$ cat config.mk
export PLATFORM = sky130hd
export DESIGN_NAME = sclk_gen
export DESIGN_NICKNAME = d
export VERILOG_FILES = /design/src/rtl/sclk_pkg.sv /design/src/rtl/sclk_tick_src.sv /design/src/rtl/sclk_timer.sv /design/src/rtl/sclk_gen.sv
export SDC_FILE = /design/constraint.sdc
export NUM_CORES = 1
export LEC_CHECK = 0
export ABC_AREA = 1
export BUFFER_PORTS_ARGS = -buffer_cell sky130_fd_sc_hd__buf_2
export CORE_ASPECT_RATIO = 1.5
export CORE_UTILIZATION = 51
export DETAILED_ROUTE_END_ITERATION = 6
export GPL_TIMING_DRIVEN = 0
export PLACE_DENSITY = 0.77
export SYNTH_ARGS = -nofsm -noshare
export SYNTH_HDL_FRONTEND = slang
export SYNTH_SLANG_ARGS = --single-unit
$ cat constraint.sdc
create_clock -name clk -period 3.6 [get_ports clk]
set_input_delay 0.72 -clock clk [delete_from_list [all_inputs] [get_ports clk]]
set_output_delay 0.72 -clock clk [all_outputs]
set_load 0.02 [all_outputs]
$ cat src/rtl/sclk_pkg.sv
package sclk_pkg;
   typedef enum logic {
      OUT_PULSE = 1'b0,
      OUT_CLOCK = 1'b1
   } out_mode_e;

   function automatic out_mode_e to_mode(input logic b);
      return b ? OUT_CLOCK : OUT_PULSE;
   endfunction
endpackage

$ cat src/rtl/sclk_tick_src.sv
module sclk_tick_src #(
   parameter int INT_DIV = 2,
   parameter int SYNC    = 2
) (
   input  logic clk,
   input  logic rst_n,
   input  logic src_ext_i,
   input  logic ext_clk_i,
   output logic tick_o,
   output logic ext_lvl_o,
   output logic ext_rise_o
);
   localparam int DW = (INT_DIV > 1) ? $clog2(INT_DIV) : 1;

   if (INT_DIV < 1) begin : g_bad_div
      $error("sclk_tick_src: INT_DIV must be at least 1");
   end
   if (SYNC < 2) begin : g_bad_sync
      $error("sclk_tick_src: SYNC must be at least 2");
   end

   logic int_tick;

   if (INT_DIV == 1) begin : g_div_none
      assign int_tick = 1'b1;
   end else begin : g_div_cnt
      logic [DW-1:0] div_q;
      always_ff @(posedge clk) begin
         if (!rst_n)
            div_q <= '0;
         else if (div_q == DW'(INT_DIV - 1))
            div_q <= '0;
         else
            div_q <= div_q + DW'(1);
      end
      assign int_tick = (div_q == DW'(INT_DIV - 1));
   end

   logic [SYNC-1:0] sync_q;
   logic            prev_q;

   always_ff @(posedge clk) begin
      if (!rst_n) begin
         sync_q <= '0;
         prev_q <= 1'b0;
      end else begin
         sync_q <= {sync_q[SYNC-2:0], ext_clk_i};
         prev_q <= sync_q[SYNC-1];
      end
   end

   assign ext_lvl_o  = sync_q[SYNC-1];
   assign ext_rise_o = sync_q[SYNC-1] & ~prev_q;
   assign tick_o     = src_ext_i ? ext_rise_o : int_tick;
endmodule

$ cat src/rtl/sclk_timer.sv
module sclk_timer
   import sclk_pkg::*;
#(
   parameter int PW = 16
) (
   input  logic          clk,
   input  logic          rst_n,
   input  logic          tick_i,
   input  logic [PW-1:0] period_i,
   input  logic          clk_mode_i,
   output logic [PW-1:0] prd_q,
   output logic [PW-1:0] cnt_q,
   output logic          pls_q,
   output logic          tog_q,
   output logic          gen_o
);
   if (PW < 2) begin : g_bad_pw
      $error("sclk_timer: PW must be at least 2");
   end

   out_mode_e mode;
   logic      terminal;

   assign mode     = to_mode(clk_mode_i);
   assign terminal = (cnt_q == prd_q - PW'(1));

   always_ff @(posedge clk) begin
      if (!rst_n) begin
         prd_q <= '0;
         cnt_q <= '0;
         pls_q <= 1'b0;
         tog_q <= 1'b0;
      end else if (prd_q == '0) begin
         prd_q <= period_i;
         cnt_q <= '0;
         pls_q <= 1'b0;
         tog_q <= 1'b0;
      end else if (tick_i) begin
         pls_q <= 1'b0;
         if (terminal) begin
            cnt_q <= '0;
            prd_q <= period_i;
            if (mode == OUT_CLOCK)
               tog_q <= ~tog_q;
            else
               pls_q <= 1'b1;
         end else begin
            cnt_q <= cnt_q + PW'(1);
         end
      end
   end

   assign gen_o = (mode == OUT_CLOCK) ? tog_q : pls_q;
endmodule

$ cat src/rtl/sclk_gen.sv
module sclk_gen #(
   parameter int PW      = 16,
   parameter int INT_DIV = 2,
   parameter int SYNC    = 2
) (
   input  logic          clk,
   input  logic          rst_n,
   input  logic [PW-1:0] period_i,
   input  logic          clk_mode_i,
   input  logic          src_ext_i,
   input  logic          pin_out_i,
   input  logic          ext_clk_i,
   output logic          sclk_o,
   output logic          pin_oe_o
);
   logic          tick;
   logic          ext_lvl;
   logic          ext_rise;
   logic [PW-1:0] prd_q;
   logic [PW-1:0] cnt_q;
   logic          pls_q;
   logic          tog_q;
   logic          gen;

   sclk_tick_src #(.INT_DIV(INT_DIV), .SYNC(SYNC)) u_src (
      .clk        (clk),
      .rst_n      (rst_n),
      .src_ext_i  (src_ext_i),
      .ext_clk_i  (ext_clk_i),
      .tick_o     (tick),
      .ext_lvl_o  (ext_lvl),
      .ext_rise_o (ext_rise)
   );

   sclk_timer #(.PW(PW)) u_timer (
      .clk        (clk),
      .rst_n      (rst_n),
      .tick_i     (tick),
      .period_i   (period_i),
      .clk_mode_i (clk_mode_i),
      .prd_q      (prd_q),
      .cnt_q      (cnt_q),
      .pls_q      (pls_q),
      .tog_q      (tog_q),
      .gen_o      (gen)
   );

   assign sclk_o   = pin_out_i ? gen : ext_lvl;
   assign pin_oe_o = pin_out_i;
endmodule

# [Word-level counts from Yosys, hierarchy flattened]
# Cells that the tools add are included.
# Widths: inputs -> output; s select.
[word_totals] reg_bits=38 in_bits=22 output_inout_bits=2
[classes] addsub=3 eq_ne=1 mux=10 bitwise_logic=4 reduce_logical=7
[ops] operator="$mux 16" n=4
[ops] operator="$add 16x1->16 const B" n=1
[ops] operator="$eq 16x16->1" n=1
[ops] operator="$logic_not 16->1" n=1
[ops] operator="$sub 16x1->16 const B" n=1
[ops] operator="$mux 1" n=6
[ops] operator="$reduce_bool 2->1" n=2
[ops] operator="$reduce_or 2->1" n=2
[ops] operator="$not 1->1" n=3
[ops] operator="$reduce_and 3->1" n=1
[ops] operator="$reduce_and 2->1" n=1
[ops] operator="$add 1x1->1 const B" n=1
[ops] operator="$and 1x1->1" n=1

# [Longest topological paths before layout]
# Gate-level depths: netlist of the first run.
[depth] ltp_word=5 depth_mapped=17 mapped_depth_nobuf=16

# [By module]
# Synthesis of the first run repeated with hierarchy kept, for this count alone.
[unflattened] hier_cells=445 area_unflattened_um2=2737.6
[by_module_without_submodules] module="sclk_timer" n_inst=1 cells_each=421 area_each_um2=2575.0 seq_area_each_um2=680.7
[by_module_without_submodules] module="sclk_tick_src" n_inst=1 cells_each=19 area_each_um2=140.1 seq_area_each_um2=80.1
[by_module_without_submodules] module="sclk_gen" n_inst=1 cells_each=5 area_each_um2=22.5 seq_area_each_um2=0.0

# [Worst setup path before layout of the first run]
# No wires, ideal clock.
[synth_path] path_kind="input to register" start="input src_ext_i" end="register u_timer.cnt_q[15]" setup_time_ps=114 arrival_time_ps=2013 required_time_ps=3486 path_slack_ps=1473 path_stages=10 cell_sequence="o21ai_2 -> inv_1 -> nor2_1 -> inv_1 -> nor2_1 -> nand4_1 -> nor2_1 -> nand2_1 -> xor2_1 -> nor2_1"
[synth_via] elab_chain_cells=1
[synth_rtl] element="start, declared" line="sclk_gen.sv:10" source="input logic src_ext_i,"
[synth_rtl] element="$mux 1" line="sclk_tick_src.sv:54" source="assign tick_o = src_ext_i ? ext_rise_o : int_tick;"
[synth_rtl] element="end signal, assigned" line="sclk_timer.sv:48" source="cnt_q <= cnt_q + PW'(1);"
[synth_rtl] element="end, declared" line="sclk_timer.sv:12" source="output logic [PW-1:0] cnt_q,"
# Every way passes these cells.
# A chain may end at the register's enable or synchronous reset.

# [Worst setup path in the final report of the first run]
[layout_path] start="register u_timer.prd_q[0]" end="register u_timer.cnt_q[15]"
[layout_via] elab_chain_cells=3 elab_cells_between_ends=5
[layout_rtl] element="start, declared" line="sclk_timer.sv:11" source="output logic [PW-1:0] prd_q,"
[layout_rtl] element="start signal, assigned" line="sclk_timer.sv:34" source="prd_q <= period_i;"
[layout_rtl] element="start signal, assigned" line="sclk_timer.sv:42" source="prd_q <= period_i;"
[layout_rtl] element="$sub 16x1->16" line="sclk_timer.sv:25" source="assign terminal = (cnt_q == prd_q - PW'(1));"
[layout_rtl] element="$eq 16x16->1" line="sclk_timer.sv:25"
[layout_rtl] element="$mux 16" line="sclk_timer.sv:40" source="if (terminal) begin"
# Parallel ways exist; a longest one is shown, timed or not.

==> metrics, run 1 <==
CTS tree done; Combinational Power Share 66.1%; routed len/inst between 10 and 15 um; highest clock rate 0.397 GHz; worst slew pin tran 0.592 ns; core area 0.00508 mm2; CTS root buf clkbuf_8; row count 32; syn_nets roughly 460; pwr dens 957 mW/mm2; Primary FF master, synth dfxtp_1; Clock transition at path regs 0.09 ns; final count of pins violating max slew 0; vias in the first global route 2402; gr ovfl total 0; Final Hold Fails 0; Chip Width 61.2 um; Synth Cell Area 0.00268 mm2; RSZ-0062 raised after global routing no; met3 WL 204 um; Total GRT Usage 25.1%; # clock sinks 38; TNS Setup 0 ns; sequential area share after synthesis between 20% and 30%; routed wl met2 3300 um; EDFF count, synth 0; CTS Buf Count 5; DRC viols 0; 1st-iter DRT viols just under 80; Worst setup EP type flop; Synth area leader dfxtp_1; Post-synth ARST share 0%; die area 0.00555 mm2; run status finished clean; post-CTS sizing 0; GPL Wtd Cong around 0.93; register area 761 um2; worst clock skew 0.0101 ns; die height 90.8 um; # port buffers 23; CTS Buffer Depth 2; DR vias between 2000 and 3000; synth cell count leaders 123 x nand2_1, 65 x nor2_1, 54 x inv_1; nets@finish 488; Crit Path Class flop to flop; top layer in use met4; top-count cell post-synth nand2_1; critical path required time 3.80 ns; area added between synthesis and finish 11.7%; share of cells above drive strength 1 14.4%; Yosys warnings 0; top cell type's share of synthesized area 28.4%; Pre-Repair DR Iteration Count 4; Post-CTS Setup Inserts 0; min Tclk post-route 2.52 ns; Final setup viols 0; Slew HR 60.5%; syn avg cell area 6.17 um2; Net Sw Frac 51.9%; # fillers 513; clock power share 13.2%; largest net degree at the start of global routing 14; DP HPWL 4970 um; Post-DRT Antenna Nets 0; multi-input logic area 0.00163 mm2; global-route wire length before repair between 10000 and 15000 um; CP max FO 10; cell internal pwr ~1.4 mW; Starting Density 52.7%; Sw Pwr 1.49 mW; Vias per Instance between 5 and 6; Cells after DPL 525; Finished Layout Cells about 530; I/O pin count 24; leading post-synthesis cells by cell area dfxtp_1 28%, nand2_1 17%, nor2_1 9.1%; Antenna Cells 0; Worst setup SP type flop; Max-cap violations 0; Post-Synthesis Cells 434; hold crit path type flop to flop; Routed WL between 6000 and 7000 um; register share of total power 20.8%; antenna violations before repair 0; later-pin clock latency in the skew report 0.30 ns; number of synthesized register bits 38; met1 wire length around 2700 um; Distinct cells, synth 32; Leak 1.46 nW; H-tree Lvls 2; hold_buf cts 0; VDD IR max 634 uV; final worst path period share 69.9%; crit path DAT 2.71 ns
[cells in the final DEF (no fill, tap or decap), types with 2 or more instances in the layout]
master	Yosys	layout
dfxtp_1	38	38
buf_6	2	2
nor2_4	2	2
buf_4	2	2
ha_1	2	2
nand3_2	11	11
clkbuf_8	0	5
inv_2	4	4
xor2_1	13	13
nor2_1	65	65
nor3b_1	2	2
nor2_2	5	5
nand3_1	39	39
buf_2	4	27
nand4_1	6	6
nor3_1	9	9
clkbuf_1	3	3
nand2_1	123	123
nand3b_1	4	4
a21oi_1	23	23
inv_1	54	54
o21ai_1	3	3
xnor2_1	8	8
clkinvlp_4	0	2
nand2_2	3	3
[final timing paths]
| kind | cells past startpoint | slack [ns] | from | end |
|---|---|---|---|---|
| setup / recovery | 12 | 1.08 | u_timer.prd_q[0] | u_timer.cnt_q[15] |
| hold / removal | 1 | 0.42 | u_src.g_div_cnt.div_q | u_src.g_div_cnt.div_q |
| setup reg to reg | 12 | 1.08 | u_timer.prd_q[0] | u_timer.cnt_q[15] |
| hold reg to reg | 1 | 0.42 | u_src.g_div_cnt.div_q | u_src.g_div_cnt.div_q |
[layout make-up]
class,count,area share (%)
Sequential cell,38,25.4
Timing Repair Buffer,23,3.85
Inverter,58,7.27
Buffer,11,2.30
Tap cell,68,2.84
Multi-Input combinational cell,327,54.5
Clock inverter,3,1.51
Clock buffer,5,2.30
[metrics by stage]
stage | power (mW) | setup slack [ns] | cell area, um2 | hold WS (ns) | utilization [%]
after CTS | 2.86 | 1.09 | 2990 | 0.415 | 58.9
after detailed placement | 2.49 | 0.841 | 2880 | 0.402 | 56.6
after global placement | 2.45 | 0.842 | 2880 | 0.400 | 56.6
final | 2.86 | 1.08 | 2990 | 0.416 | 58.9
after floorplan | 2.11 | 1.47 | 2680 | 0.390 | -
after global routing | 3.14 | 0.851 | 2990 | 0.430 | 58.9
[worst max-delay path, cell delays in order (launching register included)]
cell     delay (ns)
dfxtp_1        0.33
inv_2          0.10
ha_1           0.30
nand3_1        0.17
nor2_1         0.22
nand3_1        0.10
a21oi_1        0.14
nand3_1        0.11
nor2_2         0.28
nand3_4        0.18
nand2_2        0.19
buf_4          0.21
nor2_1         0.06
[routing by layer]
layer  vias up  global-route usage [%]
met2        56                    43.6
li1       1421                       -
met1      1196                    29.4
met4         0                    10.0
met5         -                       0
met3        11                    3.58
[sequential cells by signal, indices dropped and copies added, names as in the netlist]
| name | cells |
|---|---|
| u_timer.prd_q | 16 |
| u_timer.cnt_q | 16 |
| u_timer.tog_q | 1 |
| u_timer.pls_q | 1 |
| u_src.sync_q | 2 |
| u_src.g_div_cnt.div_q | 1 |
| u_src.prev_q | 1 |
[power by group through the flow]
| stage | clock network, mW | logic (mW) | registers (mW) |
|---|---|---|---|
| after global routing | 0.400 | 2.14 | 0.607 |
| after floorplan | 0 | 1.53 | 0.577 |
| final | 0.377 | 1.89 | 0.595 |
| after global placement | 0 | 1.85 | 0.599 |
| after detailed placement | 0 | 1.88 | 0.602 |
| after CTS | 0.381 | 1.89 | 0.592 |
[cell families after synthesis]
| kind of cell | count (synthesis) | share of synthesized area, % |
|---|---|---|
| flops | 38 | 28.4 |
| fa+ha+maj | 2 | 0.934 |
| buf+inv | 69 | 10.7 |
| compound gates | 31 | 6.17 |
| simple gates | 273 | 46.9 |
| xor+xnor | 21 | 6.87 |
(Power assumes the default switching activity.)
==> run 2, diff against run 1 <==
--- a/config.mk
+++ b/config.mk
@@ -11,7 +11,7 @@
 export CORE_UTILIZATION = 51
 export DETAILED_ROUTE_END_ITERATION = 6
 export GPL_TIMING_DRIVEN = 0
-export PLACE_DENSITY = 0.77
+export PLACE_DENSITY = 0.8
 export SYNTH_ARGS = -nofsm -noshare
 export SYNTH_HDL_FRONTEND = slang
 export SYNTH_SLANG_ARGS = --single-unit
==> constraint.sdc (replaced) <==
create_clock -name clk -period 2.1 [get_ports clk]
set_input_delay 0.42 -clock clk [delete_from_list [all_inputs] [get_ports clk]]
set_output_delay 0.42 -clock clk [all_outputs]
set_load 0.02 [all_outputs]
==> run 2 against run 1 <==
The flow now finishes with violations (design-rule violations, negative setup slack). Sequential cell count stayed put. Sequential share of layout area decreased by 3.3 points. Sequential power up 80%. Critical path depth up 3. Clock power up 70%. Clock skew shrank 0.0019 ns. Die area did not move. Power up 110%. Critical path type unchanged. First-iteration DRC count rose by 130%. Global-route usage up 2.0 points.
==> metrics, run 2 (same netlist as run 1, synthesis figures left out) <==
Starting Density 52.7% (unchanged); Post-DRT Antenna Nets 0 (unchanged); Cells after DPL 525 (unchanged); CTS Buffer Depth 2 (unchanged); final worst path period share 108% (was 69.9%); Worst setup SP type flop (unchanged); post-route cell area 0.00348 mm2 (was 0.00299 mm2); later-pin clock latency in the skew report 0.30 ns (about the same); WHS Path Cells 3 (was 1); die height 90.8 um (unchanged); Vias per Instance 5.46 (was 5.04); Reg-to-Reg Start u_timer.prd_q[1] (was u_timer.prd_q[0]); Worst setup EP type flop (unchanged); min Tclk post-route 2.27 ns (was 2.52 ns); antenna violations before repair 0 (unchanged); Pre-Repair DR Iteration Count 7 (was 4); R2R Path End u_timer.cnt_q[13] (was u_timer.cnt_q[15]); H-tree Lvls 2 (unchanged); most frequent cells in the layout 117 x nand2_1, 53 x inv_1, 49 x nor2_1 (was 123 x nand2_1, 65 x nor2_1, 54 x inv_1); 1st-iter DRT viols 183 (was 79); Worst Slack Setup Final -0.174 ns (was 1.08 ns); CTS tree done (unchanged); CTS root buf clkbuf_8 (unchanged); share of cells above drive strength 1 28.4% (was 14.4%); start point of the worst hold path ext_clk_i (was u_src.g_div_cnt.div_q); pwr dens 1760 mW/mm2 (was 957 mW/mm2); Slew HR 73.3% (was 60.5%); hold crit path type input port to flop (was flop to flop); Leak 1.69 nW (was 1.46 nW); GPL Wtd Cong 0.879 (was 0.928); core area 0.00508 mm2 (unchanged); Finished Layout Cells 561 (was 533); Final setup viols 32 (was 0); DP HPWL 5040 um (was 4970 um); CP max FO 5 (was 10); row count 32 (unchanged); Largest regs u_timer.cnt_q x16, u_timer.prd_q x16, u_src.sync_q x2 (unchanged); placed instance area 0.00288 mm2 (unchanged); hold_buf cts 0 (unchanged); VDD IR max 1270 uV (was 634 uV); die area 0.00555 mm2 (unchanged); Max-cap violations 0 (unchanged); TNS Setup -4.56 ns (was 0 ns); nets@finish 516 (was 488); Final Hold Fails 0 (unchanged); Total GRT Usage 27.1% (was 25.1%); Chip Width 61.2 um (unchanged); critical path required time 2.29 ns (was 3.80 ns); Antenna Cells 0 (unchanged); gr ovfl total 0 (unchanged); # port buffers 23 (unchanged); run status finished with violations (was finished clean); Crit Path Class flop to flop (unchanged); routed len/inst 14.6 um (was 11.9 um); worst clock skew 0.00818 ns (was 0.0101 ns); vias in the first global route 2661 (was 2402); r2r setup slk -0.17 ns (was 1.08 ns); most common cell after layout, fill and taps aside nand2_1 (unchanged); worst slew pin tran 0.401 ns (was 0.592 ns); Reg2Reg Depth 15 (was 12); crit path DAT 2.47 ns (was 2.71 ns); CTS Buf Count 5 (unchanged); area added between synthesis and finish 29.8% (was 11.7%); Critical Path Start u_timer.prd_q[1] (was u_timer.prd_q[0]); highest clock rate 0.440 GHz (was 0.397 GHz); # clock sinks 38 (unchanged); Routed WL 8200 um (was 6330 um); DRC viols 1 (was 0); I/O pin count 24 (unchanged); global-route wire length before repair 11400 um (was 10500 um); DR vias 3061 (was 2684); final count of pins violating max slew 0 (unchanged); Clock transition at path regs 0.08 ns (was 0.09 ns); largest net degree at the start of global routing 14 (unchanged); Worst Hold Path EP u_src.sync_q[0] (was u_src.g_div_cnt.div_q); failing checks design-rule violations, negative setup slack; RSZ-0062 raised after global routing yes (was no)
==> run 2: cell count changes in the layout (fill, tap and decap cells not counted), moves of 3 or more <==
cell / change
nor3_2: +5
nor2_4: +4
nor2_2: +12
buf_6: +4
nand3_1: -3
nor2_1: -16
dfxtp_2: +6
nand2_1: -6
buf_4: +20
dfxtp_1: -6
nand3_2: +3
nor3_1: -5
nand2_2: +4
==> run 2: power by group <==
group / switching (mW) / internal (mW) / total (mW)
clock network: 0.286 / 0.353 / 0.640
logic: 2.62 / 1.79 / 4.41
registers: 0.207 / 0.863 / 1.07
total: 3.12 / 3.00 / 6.12
==> run 2: worst max-delay path by stage <==
stage	end	slack, ns	depth (start not counted)
after global placement	u_timer.cnt_q[14]	-0.37	12
after global routing	u_timer.prd_q[1]	-0.28	14
final	u_timer.cnt_q[13]	-0.17	15
after floorplan	u_timer.prd_q[10]	0.11	14
after CTS	u_timer.prd_q[11]	0.004	14
after detailed placement	u_timer.cnt_q[15]	-0.40	12
==> run 2: layout make-up <==
class                   count  area [um2]
clock buffers               5        68.8
fillers                   406        1610
flip-flops and latches     38         768
well taps                  68        85.1
plain buffers              11        91.3
clock inverters             3        45.0
multi-input cells         327        1810
inverters                  58         223
repair buffers             51         388
==> run 2: per-layer routing <==
metal / track usage [%] / wire length [um]
met1: 29.9 / 3070
met2: 47.3 / 4130
met3: 3.87 / 544
met4: 14.4 / 450
met5: 0 / 0
==> run 2: through the flow <==
step                      hold slack [ns]  power, mW  utilization (%)  worst slack, ns
final                               0.305       6.12             68.4           -0.174
after floorplan                     0.390       3.62                -            0.105
after global placement              0.400       4.20             56.6           -0.369
after CTS                           0.299       5.27             62.1          0.00369
after detailed placement            0.403       4.26             56.6           -0.397
after global routing                0.293       6.54             68.4           -0.284
==> run 2: worst max-delay path, cell delays in order, from the launching register on <==
cell	delay, ns
dfxtp_2	0.37
inv_2	0.07
ha_4	0.19
inv_4	0.08
nand2_2	0.07
nand2_1	0.08
nand2_1	0.06
nand2_1	0.12
o21ai_2	0.07
nor2_1	0.09
nand3_1	0.12
nor3_4	0.30
nand3_4	0.19
nand2_4	0.16
clkbuf_16	0.16
nor2_1	0.04
==> run 2: timing repair <==
item,CTS,global route
setup endpoints to repair,32,34
resized for setup,17,48
pin swaps,9,30
buffers inserted,12,15
cloned,0,2
==> run 3, diff against run 2 <==
--- a/config.mk
+++ b/config.mk
@@ -5,7 +5,6 @@
 export SDC_FILE = /design/constraint.sdc
 export NUM_CORES = 1
 export LEC_CHECK = 0
-export ABC_AREA = 1
 export BUFFER_PORTS_ARGS = -buffer_cell sky130_fd_sc_hd__buf_2
 export CORE_ASPECT_RATIO = 1.5
 export CORE_UTILIZATION = 51
==> run 3 against run 2 <==
The flow finishes with violations (negative setup slack). Largest cell class unchanged. Wire length shrank 11%. Via count shrank 16%. Sequential power grew 8%. First-iteration DRC count shrank 20%. Hold slack gained 0.024 ns. Area after synthesis shrank 2.6%. Die area shrank 2.5%. Clock power shrank 15%. Final cell count shrank 27%. Design area shrank 6.9%. Critical path depth shrank 8. Highest routed layer unchanged.
==> metrics, run 3 <==
run status finished with violations (unchanged); failing checks negative setup slack (was design-rule violations, negative setup slack); leading post-synthesis cells by cell area dfxtp_1 29%, xor2_1 6.0%, xnor2_1 4.0% (was dfxtp_1 28%, nand2_1 17%, nor2_1 9.1%); H-tree Lvls 2 (unchanged); gr ovfl total 0 (unchanged); CP cell instances or4_4 > or4_4 > xnor2_4 > nor4_4 > nand4_2 > or3_1 > a21oi_1 (was inv_2 > ha_4 > inv_4 > nand2_2 > nand2_1 > nand2_1 > nand2_1 > o21ai_2 > nor2_1 > nand3_1 > nor3_4 > nand3_4 > nand2_4 > clkbuf_16 > nor2_1); CTS Buffer Depth 2 (unchanged); nets@finish 369 (was 516); number of synthesized register bits 38 (unchanged); final worst path period share 127% (was 108%); Synth Cell Area 0.00261 mm2 (was 0.00268 mm2); highest clock rate 0.374 GHz (was 0.440 GHz); DP HPWL 5000 um (was 5040 um); min Tclk post-route 2.68 ns (was 2.27 ns); DRC viols 0 (was 1); Final setup viols 34 (was 32); syn avg cell area 8.70 um2 (was 6.17 um2); # clock sinks 38 (unchanged); pwr dens 1550 mW/mm2 (was 1760 mW/mm2); Max-cap violations 0 (unchanged); sequential area share after synthesis 29.2% (was 28.4%); Slew HR 40.3% (was 73.3%); Final Hold Fails 0 (unchanged); syn_nets 324 (was 458); Clock transition at path regs 0.08 ns (about the same); Yosys warnings 0 (unchanged); die area 0.00541 mm2 (was 0.00555 mm2); Chip Width 60.4 um (was 61.2 um); row count 31 (was 32); 1st-iter DRT viols 147 (was 183); Reg2Reg Depth 7 (was 15); max incr delay on CP 0.58 ns (was 0.37 ns); # fillers 407 (was 406); Hold Slack 0.330 ns (was 0.305 ns); Starting Density 53.4% (was 52.7%); Primary FF master, synth dfxtp_1 (unchanged); Post-Route Utilization 66.3% (was 68.4%); CTS Buf Count 5 (unchanged); Post-Synthesis Cells 300 (was 434); worst clock skew 0.00591 ns (was 0.00818 ns); area added between synthesis and finish 24.1% (was 29.8%); GPL Wtd Cong 0.843 (was 0.879); I/O pin count 24 (unchanged); largest net degree at the start of global routing 13 (was 14); critical path required time 2.33 ns (was 2.29 ns); later-pin clock latency in the skew report 0.29 ns (was 0.30 ns); Leak 1.19 nW (was 1.69 nW); vias in the first global route 2459 (was 2661); final count of pins violating max slew 0 (unchanged); Crit Path Class flop to flop (unchanged); Post-DRT Antenna Nets 0 (unchanged); top cell type's share of synthesized area 29.2% (was 28.4%); Worst Slack Setup Final -0.577 ns (was -0.174 ns); CP max FO 4 (was 5); Max stage delay cell, worst path or4_4 (was dfxtp_2); Synth area leader dfxtp_1 (unchanged); RSZ-0062 raised after global routing yes (unchanged); crit path DAT 2.91 ns (was 2.47 ns); hold crit path type input port to flop (unchanged); Worst setup EP type flop (unchanged); core area 0.00489 mm2 (was 0.00508 mm2); antenna violations before repair 0 (unchanged); die height 89.6 um (was 90.8 um); CTS root buf clkbuf_8 (unchanged); most frequent cells in the layout 33 x dfxtp_1, 25 x buf_2, 24 x nand2_1 (was 117 x nand2_1, 53 x inv_1, 49 x nor2_1); Pre-Repair DR Iteration Count 4 (was 7); Post-synth ARST share 0% (unchanged); CTS tree done (unchanged); VDD IR max 805 uV (was 1270 uV); Antenna Cells 0 (unchanged); Distinct cells, synth 60 (was 32); most common cell after layout, fill and taps aside dfxtp_1 (was nand2_1); Vias per Instance 6.27 (was 5.46); post-route cell area 0.00324 mm2 (was 0.00348 mm2); global-route wire length before repair 11600 um (was 11400 um); EDFF count, synth 0 (unchanged); top-count cell post-synth dfxtp_1 (was nand2_1); placed instance area 0.00284 mm2 (was 0.00288 mm2); DR vias 2582 (was 3061); WHS Path Cells 2 (was 3); Routed WL 7320 um (was 8200 um); Total GRT Usage 28.8% (was 27.1%); Worst setup SP type flop (unchanged); Place WS -0.908 ns (was -0.397 ns); share of cells above drive strength 1 35.8% (was 28.4%); Largest regs u_timer.cnt_q x16, u_timer.prd_q x16, u_src.sync_q x2 (unchanged); most used cell, CP or4_4 (was nand2_1); synth cell count leaders 38 x dfxtp_1, 25 x nand2_1, 18 x xor2_1 (was 123 x nand2_1, 65 x nor2_1, 54 x inv_1); worst slew pin tran 0.887 ns (was 0.401 ns); routed len/inst 17.8 um (was 14.6 um); # port buffers 23 (unchanged)
## run 3: metal layers
| layer | global-route usage, % | part of all wire (%) |
|---|---|---|
| met1 | 32.3 | 39 |
| met2 | 51.5 | 52 |
| met3 | 3.30 | 4.2 |
| met4 | 15.9 | 5.1 |
| met5 | 0 | 0 |
## run 3: timing repair
action                                  CTS  global route
hold buffers                              0             0
cloned                                    2             0
pin swaps                                20             1
resized for setup                        41            15
buffers inserted                         17             1
endpoints found under the setup margin   34            34
endpoints found under the hold margin     0             0
## run 3: critical path: cells and delay by family, from the launching register on
kind	cells	cell delay (ns)
and+or+nand+nor	5	1.96
AOI/OAI and AO/OA	1	0.12
xor gates and xnor gates	1	0.15
DFF	1	0.37
## run 3: worst paths after layout
check | from | to | slack, ns
setup / recovery | u_timer.prd_q[3] | u_timer.pls_q | -0.58
hold / removal | ext_clk_i | u_src.sync_q[0] | 0.33
setup reg to reg | u_timer.prd_q[3] | u_timer.pls_q | -0.58
hold reg to reg | u_src.g_div_cnt.div_q | u_src.g_div_cnt.div_q | 0.44
## run 3: cells by family after synthesis
| group | Yosys count | share of synthesized area (%) |
|---|---|---|
| AOI/OAI and AO/OA | 76 | 23.1 |
| xor gates and xnor gates | 30 | 10.1 |
| adders and majority gates | 2 | 0.959 |
| buffers and inverters | 29 | 7.19 |
| DFF | 38 | 29.2 |
| muxes | 4 | 2.11 |
| and+or+nand+nor | 121 | 27.4 |
## run 3: cell type report
cell class	instances	area (um2)	share of cell area, %
Clock inverter	2	12.5	0.386
Sequential cell	38	774	23.9
Clock buffer	6	82.6	2.55
Multi-Input combinational cell	233	1820	56.3
Inverter	4	15.0	0.464
Timing Repair Buffer	42	293	9.04
Buffer	21	156	4.83
Tap cell	66	82.6	2.55
## run 3: report_power, final
group          total (mW)  switching (mW)  internal (mW)
sequential           1.16           0.261          0.899
clock               0.541           0.277          0.264
combinational        3.33            1.79           1.53
## run 3: metrics by stage
step | std cells | setup TNS [ns] | total power, mW
after global placement | 389 | -25.85 | 3.74
after floorplan | 300 | -12.66 | 3.24
after CTS | 413 | -17.12 | 4.87
after global routing | 412 | -19.13 | 5.29
final | 412 | -16.93 | 5.03
after detailed placement | 389 | -27.39 | 3.80
